**config.mk**
```make
export PLATFORM = sky130hd
export DESIGN_NAME = spi_status_slave
export DESIGN_NICKNAME = d
export VERILOG_FILES = /design/src/rtl/spi_stat_pkg.sv /design/src/rtl/spi_pin_sync.sv /design/src/rtl/spi_status_sel.sv /design/src/rtl/spi_shifter.sv /design/src/rtl/spi_reg_ctrl.sv /design/src/rtl/spi_status_slave.sv
export SDC_FILE = /design/constraint.sdc
export NUM_CORES = 1
export LEC_CHECK = 0
export BUFFER_PORTS_ARGS = -buffer_cell sky130_fd_sc_hd__buf_4
export CAP_MARGIN = 0
export CORE_ASPECT_RATIO = 0.7
export CORE_UTILIZATION = 45
export DETAILED_ROUTE_END_ITERATION = 6
export PLACE_DENSITY = 0.69
export SLEW_MARGIN = 15
export SYNTH_ARGS = -nofsm -noshare
export SYNTH_HDL_FRONTEND = slang
export SYNTH_SLANG_ARGS = --single-unit
```
**constraint.sdc**
```tcl
create_clock -name clk -period 3.8 [get_ports clk]
set_input_delay 0.19 -clock clk [delete_from_list [all_inputs] [get_ports clk]]
set_output_delay 0.19 -clock clk [all_outputs]
set_load 0.05 [all_outputs]
```
**src/rtl/spi_stat_pkg.sv**
```systemverilog
package spi_stat_pkg;

    localparam int BYTE_W  = 8;
    localparam int ADDR_W  = 6;
    localparam int SEL_LSB = 2;
    localparam int SEL_W   = 2;

    typedef enum logic [SEL_W-1:0] {
        SEL_ZERO  = 2'd0,
        SEL_TRX   = 2'd1,
        SEL_LEVEL = 2'd2,
        SEL_IRQ   = 2'd3
    } stat_sel_e;

    typedef enum logic [1:0] {
        PH_CMD  = 2'd0,
        PH_DATA = 2'd1,
        PH_TAIL = 2'd2
    } phase_e;

    typedef struct packed {
        logic              wr;
        logic              spare;
        logic [ADDR_W-1:0] addr;
    } cmd_t;

    function automatic cmd_t decode_cmd(input logic [BYTE_W-1:0] b);
        return cmd_t'(b);
    endfunction

    function automatic stat_sel_e sel_of(input logic [BYTE_W-1:0] ctrl);
        return stat_sel_e'(ctrl[SEL_LSB +: SEL_W]);
    endfunction

endpackage

```
**src/rtl/spi_pin_sync.sv**
```systemverilog
module spi_pin_sync #(
    parameter int STAGES = 2
) (
    input  logic clk,
    input  logic rst,
    input  logic sclk,
    input  logic cs_n,
    input  logic mosi,
    output logic sclk_rise,
    output logic sclk_fall,
    output logic cs_fall,
    output logic cs_rise,
    output logic cs_low,
    output logic cs_act,
    output logic mosi_s
);
    localparam int LAST = STAGES - 1;

    logic [STAGES-1:0] s_sclk;
    logic [STAGES-1:0] s_cs;
    logic [STAGES-1:0] s_mosi;
    logic              sclk_d;
    logic              cs_d;

    always_ff @(posedge clk) begin
        if (rst) begin
            s_sclk <= '0;
            s_cs   <= '1;
            s_mosi <= '0;
            sclk_d <= 1'b0;
            cs_d   <= 1'b1;
            cs_act <= 1'b0;
        end else begin
            s_sclk <= {s_sclk[STAGES-2:0], sclk};
            s_cs   <= {s_cs[STAGES-2:0], cs_n};
            s_mosi <= {s_mosi[STAGES-2:0], mosi};
            sclk_d <= s_sclk[LAST];
            cs_d   <= s_cs[LAST];
            cs_act <= ~s_cs[LAST];
        end
    end

    assign cs_low    = ~s_cs[LAST];
    assign sclk_rise = cs_low & s_sclk[LAST] & ~sclk_d;
    assign sclk_fall = cs_low & ~s_sclk[LAST] & sclk_d;
    assign cs_fall   = cs_d & ~s_cs[LAST];
    assign cs_rise   = ~cs_d & s_cs[LAST];
    assign mosi_s    = s_mosi[LAST];

endmodule

```
**src/rtl/spi_status_sel.sv**
```systemverilog
module spi_status_sel
    import spi_stat_pkg::*;
(
    input  stat_sel_e         sel,
    input  logic [BYTE_W-1:0] src_trx,
    input  logic [BYTE_W-1:0] src_level,
    input  logic [BYTE_W-1:0] src_irq,
    output logic [BYTE_W-1:0] status
);
    always_comb begin
        unique case (sel)
            SEL_TRX:   status = src_trx;
            SEL_LEVEL: status = src_level;
            SEL_IRQ:   status = src_irq;
            default:   status = '0;
        endcase
    end
endmodule

```
**src/rtl/spi_shifter.sv**
```systemverilog
module spi_shifter #(
    parameter int W = 8
) (
    input  logic         clk,
    input  logic         rst,
    input  logic         cs_fall,
    input  logic         cs_rise,
    input  logic         cs_act,
    input  logic         sclk_rise,
    input  logic         sclk_fall,
    input  logic         mosi_s,
    input  logic [W-1:0] first_byte,
    input  logic         load_req,
    input  logic [W-1:0] next_byte,
    output logic         miso,
    output logic [W-1:0] rx_byte,
    output logic         byte_done,
    output logic [W-1:0] tx_q,
    output logic [$clog2(W)-1:0] bit_idx
);
    localparam int CNT_W = $clog2(W);
    localparam logic [CNT_W-1:0] LAST_BIT = CNT_W'(W - 1);

    logic [W-2:0] rx_sh;
    logic [W-1:0] nxt_q;
    logic         pend_q;

    always_ff @(posedge clk) begin
        if (rst) begin
            rx_sh     <= '0;
            rx_byte   <= '0;
            byte_done <= 1'b0;
            tx_q      <= '0;
            nxt_q     <= '0;
            pend_q    <= 1'b0;
            bit_idx   <= '0;
        end else begin
            byte_done <= 1'b0;
            if (cs_fall) begin
                tx_q    <= first_byte;
                pend_q  <= 1'b0;
                bit_idx <= '0;
            end else if (cs_rise) begin
                pend_q  <= 1'b0;
                bit_idx <= '0;
            end else begin
                if (sclk_rise) begin
                    rx_sh <= {rx_sh[W-3:0], mosi_s};
                    if (bit_idx == LAST_BIT) begin
                        rx_byte   <= {rx_sh, mosi_s};
                        byte_done <= 1'b1;
                        bit_idx   <= '0;
                    end else begin
                        bit_idx <= bit_idx + 1'b1;
                    end
                end
                if (load_req) begin
                    nxt_q  <= next_byte;
                    pend_q <= 1'b1;
                end else if (sclk_fall) begin
                    if (pend_q) begin
                        tx_q   <= nxt_q;
                        pend_q <= 1'b0;
                    end else begin
                        tx_q <= {tx_q[W-2:0], 1'b0};
                    end
                end
            end
        end
    end

    assign miso = cs_act & tx_q[W-1];

endmodule

```
**src/rtl/spi_reg_ctrl.sv**
```systemverilog
module spi_reg_ctrl
    import spi_stat_pkg::*;
#(
    parameter logic [ADDR_W-1:0] CTRL_ADDR  = 6'h04,
    parameter logic [BYTE_W-1:0] CTRL_RESET = 8'h20
) (
    input  logic              clk,
    input  logic              rst,
    input  logic              cs_fall,
    input  logic              byte_done,
    input  logic [BYTE_W-1:0] rx_byte,
    output logic              load_req,
    output logic [BYTE_W-1:0] next_byte,
    output logic              wr_strobe,
    output logic [BYTE_W-1:0] ctrl_q
);
    phase_e            phase_q;
    logic              cmd_wr_q;
    logic [ADDR_W-1:0] cmd_addr_q;
    cmd_t              cmd_now;

    function automatic logic [BYTE_W-1:0] read_reg(
        input logic [ADDR_W-1:0] a,
        input logic [BYTE_W-1:0] ctrl
    );
        return (a == CTRL_ADDR) ? ctrl : '0;
    endfunction

    assign cmd_now   = decode_cmd(rx_byte);
    assign load_req  = byte_done && (phase_q == PH_CMD) && !cmd_now.wr;
    assign next_byte = read_reg(cmd_now.addr, ctrl_q);
    assign wr_strobe = byte_done && (phase_q == PH_DATA) && cmd_wr_q
                       && (cmd_addr_q == CTRL_ADDR);

    always_ff @(posedge clk) begin
        if (rst) begin
            phase_q    <= PH_CMD;
            cmd_wr_q   <= 1'b0;
            cmd_addr_q <= '0;
            ctrl_q     <= CTRL_RESET;
        end else if (cs_fall) begin
            phase_q <= PH_CMD;
        end else if (byte_done) begin
            unique case (phase_q)
                PH_CMD: begin
                    cmd_wr_q   <= cmd_now.wr;
                    cmd_addr_q <= cmd_now.addr;
                    phase_q    <= PH_DATA;
                end
                PH_DATA: begin
                    if (wr_strobe) ctrl_q <= rx_byte;
                    phase_q <= PH_TAIL;
                end
                default: phase_q <= PH_TAIL;
            endcase
        end
    end

endmodule

```
**src/rtl/spi_status_slave.sv**
```systemverilog
module spi_status_slave
    import spi_stat_pkg::*;
#(
    parameter int                SYNC_STAGES = 2,
    parameter logic [ADDR_W-1:0] CTRL_ADDR   = 6'h04,
    parameter logic [BYTE_W-1:0] CTRL_RESET  = 8'h20
) (
    input  logic              clk,
    input  logic              rst,
    input  logic              sclk,
    input  logic              cs_n,
    input  logic              mosi,
    output logic              miso,
    input  logic [BYTE_W-1:0] trx_state,
    input  logic [BYTE_W-1:0] link_level,
    input  logic [BYTE_W-1:0] irq_flags,
    output logic [BYTE_W-1:0] ctrl_o
);
    localparam int CNT_W = $clog2(BYTE_W);

    logic              sclk_rise, sclk_fall, cs_fall, cs_rise, cs_low, cs_act, mosi_s;
    logic [BYTE_W-1:0] status_byte;
    logic [BYTE_W-1:0] rx_byte, next_byte, tx_q, ctrl_q;
    logic              byte_done, load_req, wr_strobe;
    logic [CNT_W-1:0]  bit_idx;
    logic              cs_low_unused;

    assign cs_low_unused = cs_low;

    spi_pin_sync #(.STAGES(SYNC_STAGES)) u_sync (
        .clk(clk), .rst(rst), .sclk(sclk), .cs_n(cs_n), .mosi(mosi),
        .sclk_rise(sclk_rise), .sclk_fall(sclk_fall), .cs_fall(cs_fall),
        .cs_rise(cs_rise), .cs_low(cs_low), .cs_act(cs_act), .mosi_s(mosi_s)
    );

    spi_status_sel u_sel (
        .sel(sel_of(ctrl_q)), .src_trx(trx_state), .src_level(link_level),
        .src_irq(irq_flags), .status(status_byte)
    );

    spi_shifter #(.W(BYTE_W)) u_shift (
        .clk(clk), .rst(rst), .cs_fall(cs_fall), .cs_rise(cs_rise),
        .cs_act(cs_act), .sclk_rise(sclk_rise), .sclk_fall(sclk_fall),
        .mosi_s(mosi_s), .first_byte(status_byte), .load_req(load_req),
        .next_byte(next_byte), .miso(miso), .rx_byte(rx_byte),
        .byte_done(byte_done), .tx_q(tx_q), .bit_idx(bit_idx)
    );

    spi_reg_ctrl #(.CTRL_ADDR(CTRL_ADDR), .CTRL_RESET(CTRL_RESET)) u_regs (
        .clk(clk), .rst(rst), .cs_fall(cs_fall), .byte_done(byte_done),
        .rx_byte(rx_byte), .load_req(load_req), .next_byte(next_byte),
        .wr_strobe(wr_strobe), .ctrl_q(ctrl_q)
    );

    assign ctrl_o = ctrl_q;

endmodule

```
==> summary.txt <==
Antenna Nets Post-Route - 0
Root Driver - clkbuf_8
Yosys reg bits - 62
Drt pass-1 iters - 4
Clk_lat worst skew - 340 ps
CTS tree - done
Cell family with most CP delay - simple AND/OR/NAND/NOR gates
Sink Count - 62
Slowest cell on crit path - nand4_1
Global-route wire length before repair - 8510 µm
Vias in the first global route - 1,737
Ys Warns - 0
Critical-path cell list - inv_1 -> ha_1 -> nor4bb_1 -> nand4_1 -> a211o_1
Area of placed instances - 0.00293 mm²
Fin crit share - 0.629
Clock Path Buffers - 2
Top_reg_cell synth - dfxtp_1
Simple-Gate Fraction of Synth Area - 0.202
Post-Synth Adder-Cell Area - 0.0190
Post-CTS setup buffer count - 0
Synth unique cells - 33
Fmax achieved - 0.419 GHz
Layout cells sized above 1 - 0.240
Fillers - 506
GPL Wtd Cong - 0.748
Largest family of logic cells by synthesized area - simple AND/OR/NAND/NOR gates
Post-synth ARST share - 0
Worst-Margin Slew - 831 ps
Complex-gate fraction of the synthesized area - 0.163
Wirelength per Cell - 13.6 µm
Placed Cells - 373
DP HPWL - 3660 µm
Setup TNS - 0 ps
Critical path arrival - 2620 ps
Remaining Overflow, GRT - 0
Crit Path Class - reg -> reg
# setup viols final - 0
RSZ-0062 raised after global routing - no
Power consumption - 1.34 mW
Post-Synthesis Cells - 281
Initial Utilization - 0.484
Detailed-route via count - 2,028
Largest net degree at the start of global routing - 59
Max IR drop VDD - 0.000217 V
Die extent in y - 66.1 µm
Final worst path period need - 2390 ps
Element type at the critical path end - register
Pre-CTS setup slack - 1420 ps
Post-Layout Cell Count - 389
Drt total wl - 5300 µm
Final instance area - 0.00314 mm²
Hold slack - 35.0 ps
H-tree depth - 3
Die W - 93.5 µm
Clk_skew - 10.7 ps
CP Launch Type - register
# port buffers - 37
Fin util - 0.577
Via density - 5.21
GRT Total Usage - 0.187
Post-Synth XOR/XNOR Area - 0
Number of max-cap violations - 0
Post-CTS Resized - 0
Core area - 0.00545 mm²
Outcome - completed
Row count - 22
EDFF count, synth - 0
Cts hold-fix bufs - 0
Avg Cell Area, Syn - 9.39 µm²
Seq/Total Area, Yosys - 0.470
Syn nets - 314
Syn-to-layout area delta - 19.1%
Top Ports - 38
# DRC - 0
Cell Pwr Density - 427 mW/mm²
Die area - 0.00618 mm²
Hold WC Path Type - in -> reg
Max Fanout on Critical Path - 22
Clock slew at reported path FFs - 60 ps
Diodes inserted - 0
Iter 0 DRT Violations - 80
Cell Area, Synth - 0.00264 mm²
Critical path's largest stage delay - 490 ps
Initial antenna violation count - 0
Final Slew Violations - 0
Leakage power - 1.19 nW
Net count, final - 345
CP required - 4030 ps
Slew margin rel. - 0.446
Final hold viol count - 0
Num CTS Buffers - 9
Final WS setup - 1410 ps
CP Buf/Inv Count - 1
Post-synthesis mux area share - 0.103
cells in the mapped netlist, drive strengths merged, types with 2 or more instances:
cell type  count  area share
or2            2      0.0047
ha             4       0.019
a211oi         8       0.025
nor4bb         2      0.0076
clkbuf        13       0.018
nor4b          3       0.010
dfxtp         62        0.47
nor3           4       0.011
inv            5      0.0071
nand2         35       0.050
nor2b         14       0.033
mux2i         17       0.064
mux2           9       0.038
a22oi         15       0.043
buf            5       0.017
nand3          8       0.015
a21oi         24       0.055
nor2          33       0.047
a211o          8       0.027
metal layers:
metal / part of all wire / global-route usage / vias to the layer above
met4: 0.011 / 0.0692 / 0
met2: 0.40 / 0.256 / 49
met5: 0 / 0 / -
met1: 0.52 / 0.260 / 924
li1: - / - / 1047
met3: 0.065 / 0.0747 / 8
worst paths after layout:
path / endpoint / start / cells past startpoint / slack, ps
worst min-delay path: u_sync.s_cs[0]$_SDFF_PP1_ / cs_n / 2 / 30
worst max register to register: u_regs.ctrl_q[5]$_SDFFE_PP1P_ / u_sync.s_cs[1]$_SDFF_PP1_ / 5 / 1410
worst min register to register: u_sync.s_cs[1]$_SDFF_PP1_ / u_sync.s_cs[0]$_SDFF_PP1_ / 1 / 430
worst max-delay path: u_regs.ctrl_q[5]$_SDFFE_PP1P_ / u_sync.s_cs[1]$_SDFF_PP1_ / 5 / 1410
cell families (layout without fill, tap and decap cells):
| kind of cell | Yosys count | count (layout) |
|---|---|---|
| mux | 26 | 26 |
| flops | 62 | 62 |
| compound gates | 57 | 57 |
| buf+inv | 23 | 59 |
| fa+ha+maj | 4 | 4 |
| simple gates | 109 | 109 |
state kept, by name, summed over array words and instances (netlist names):
signal             cells
u_shift.rx_sh          7
u_shift.rx_byte        8
u_sync.cs_act          1
u_shift.bit_idx        3
u_shift.byte_done      1
u_sync.s_mosi          2
u_regs.phase_q         2
u_regs.ctrl_q          8
u_shift.tx_q           8
u_regs.cmd_addr_q      6
u_sync.s_cs            2
u_regs.cmd_wr_q        1
u_sync.s_sclk          2
u_shift.nxt_q          8
u_shift.pend_q         1
u_sync.sclk_d          1
u_sync.cs_d            1
placed cells by master, fill, tap and decap left out, drive strengths merged, types with 9 or more instances in the layout:
cell type   n
buf        38
nand2      35
clkbuf     12
nor2       33
nor2b      14
a21oi      24
mux2i      17
a22oi      15
dfxtp      62
mux2        9
report_power, final:
group / switching [mW] / internal [mW] / total, mW / leakage, nW
Clock: 0.241 / 0.385 / 0.626 / 0.110
Combinational: 0.0278 / 0.0314 / 0.0592 / 0.574
Sequential: 0.00284 / 0.655 / 0.658 / 0.501
final cells by class:
class / instances / area (µm²) / share of cell area
well taps: 72 / 90.1 / 0.0287
clock inverters: 4 / 70.1 / 0.0223
flip-flops and latches: 62 / 1240 / 0.395
clock buffers: 12 / 145 / 0.0462
inverters: 5 / 18.8 / 0.00597
repair buffers: 38 / 285 / 0.0908
multi-input cells: 196 / 1290 / 0.411
(Power assumes the default switching activity.)
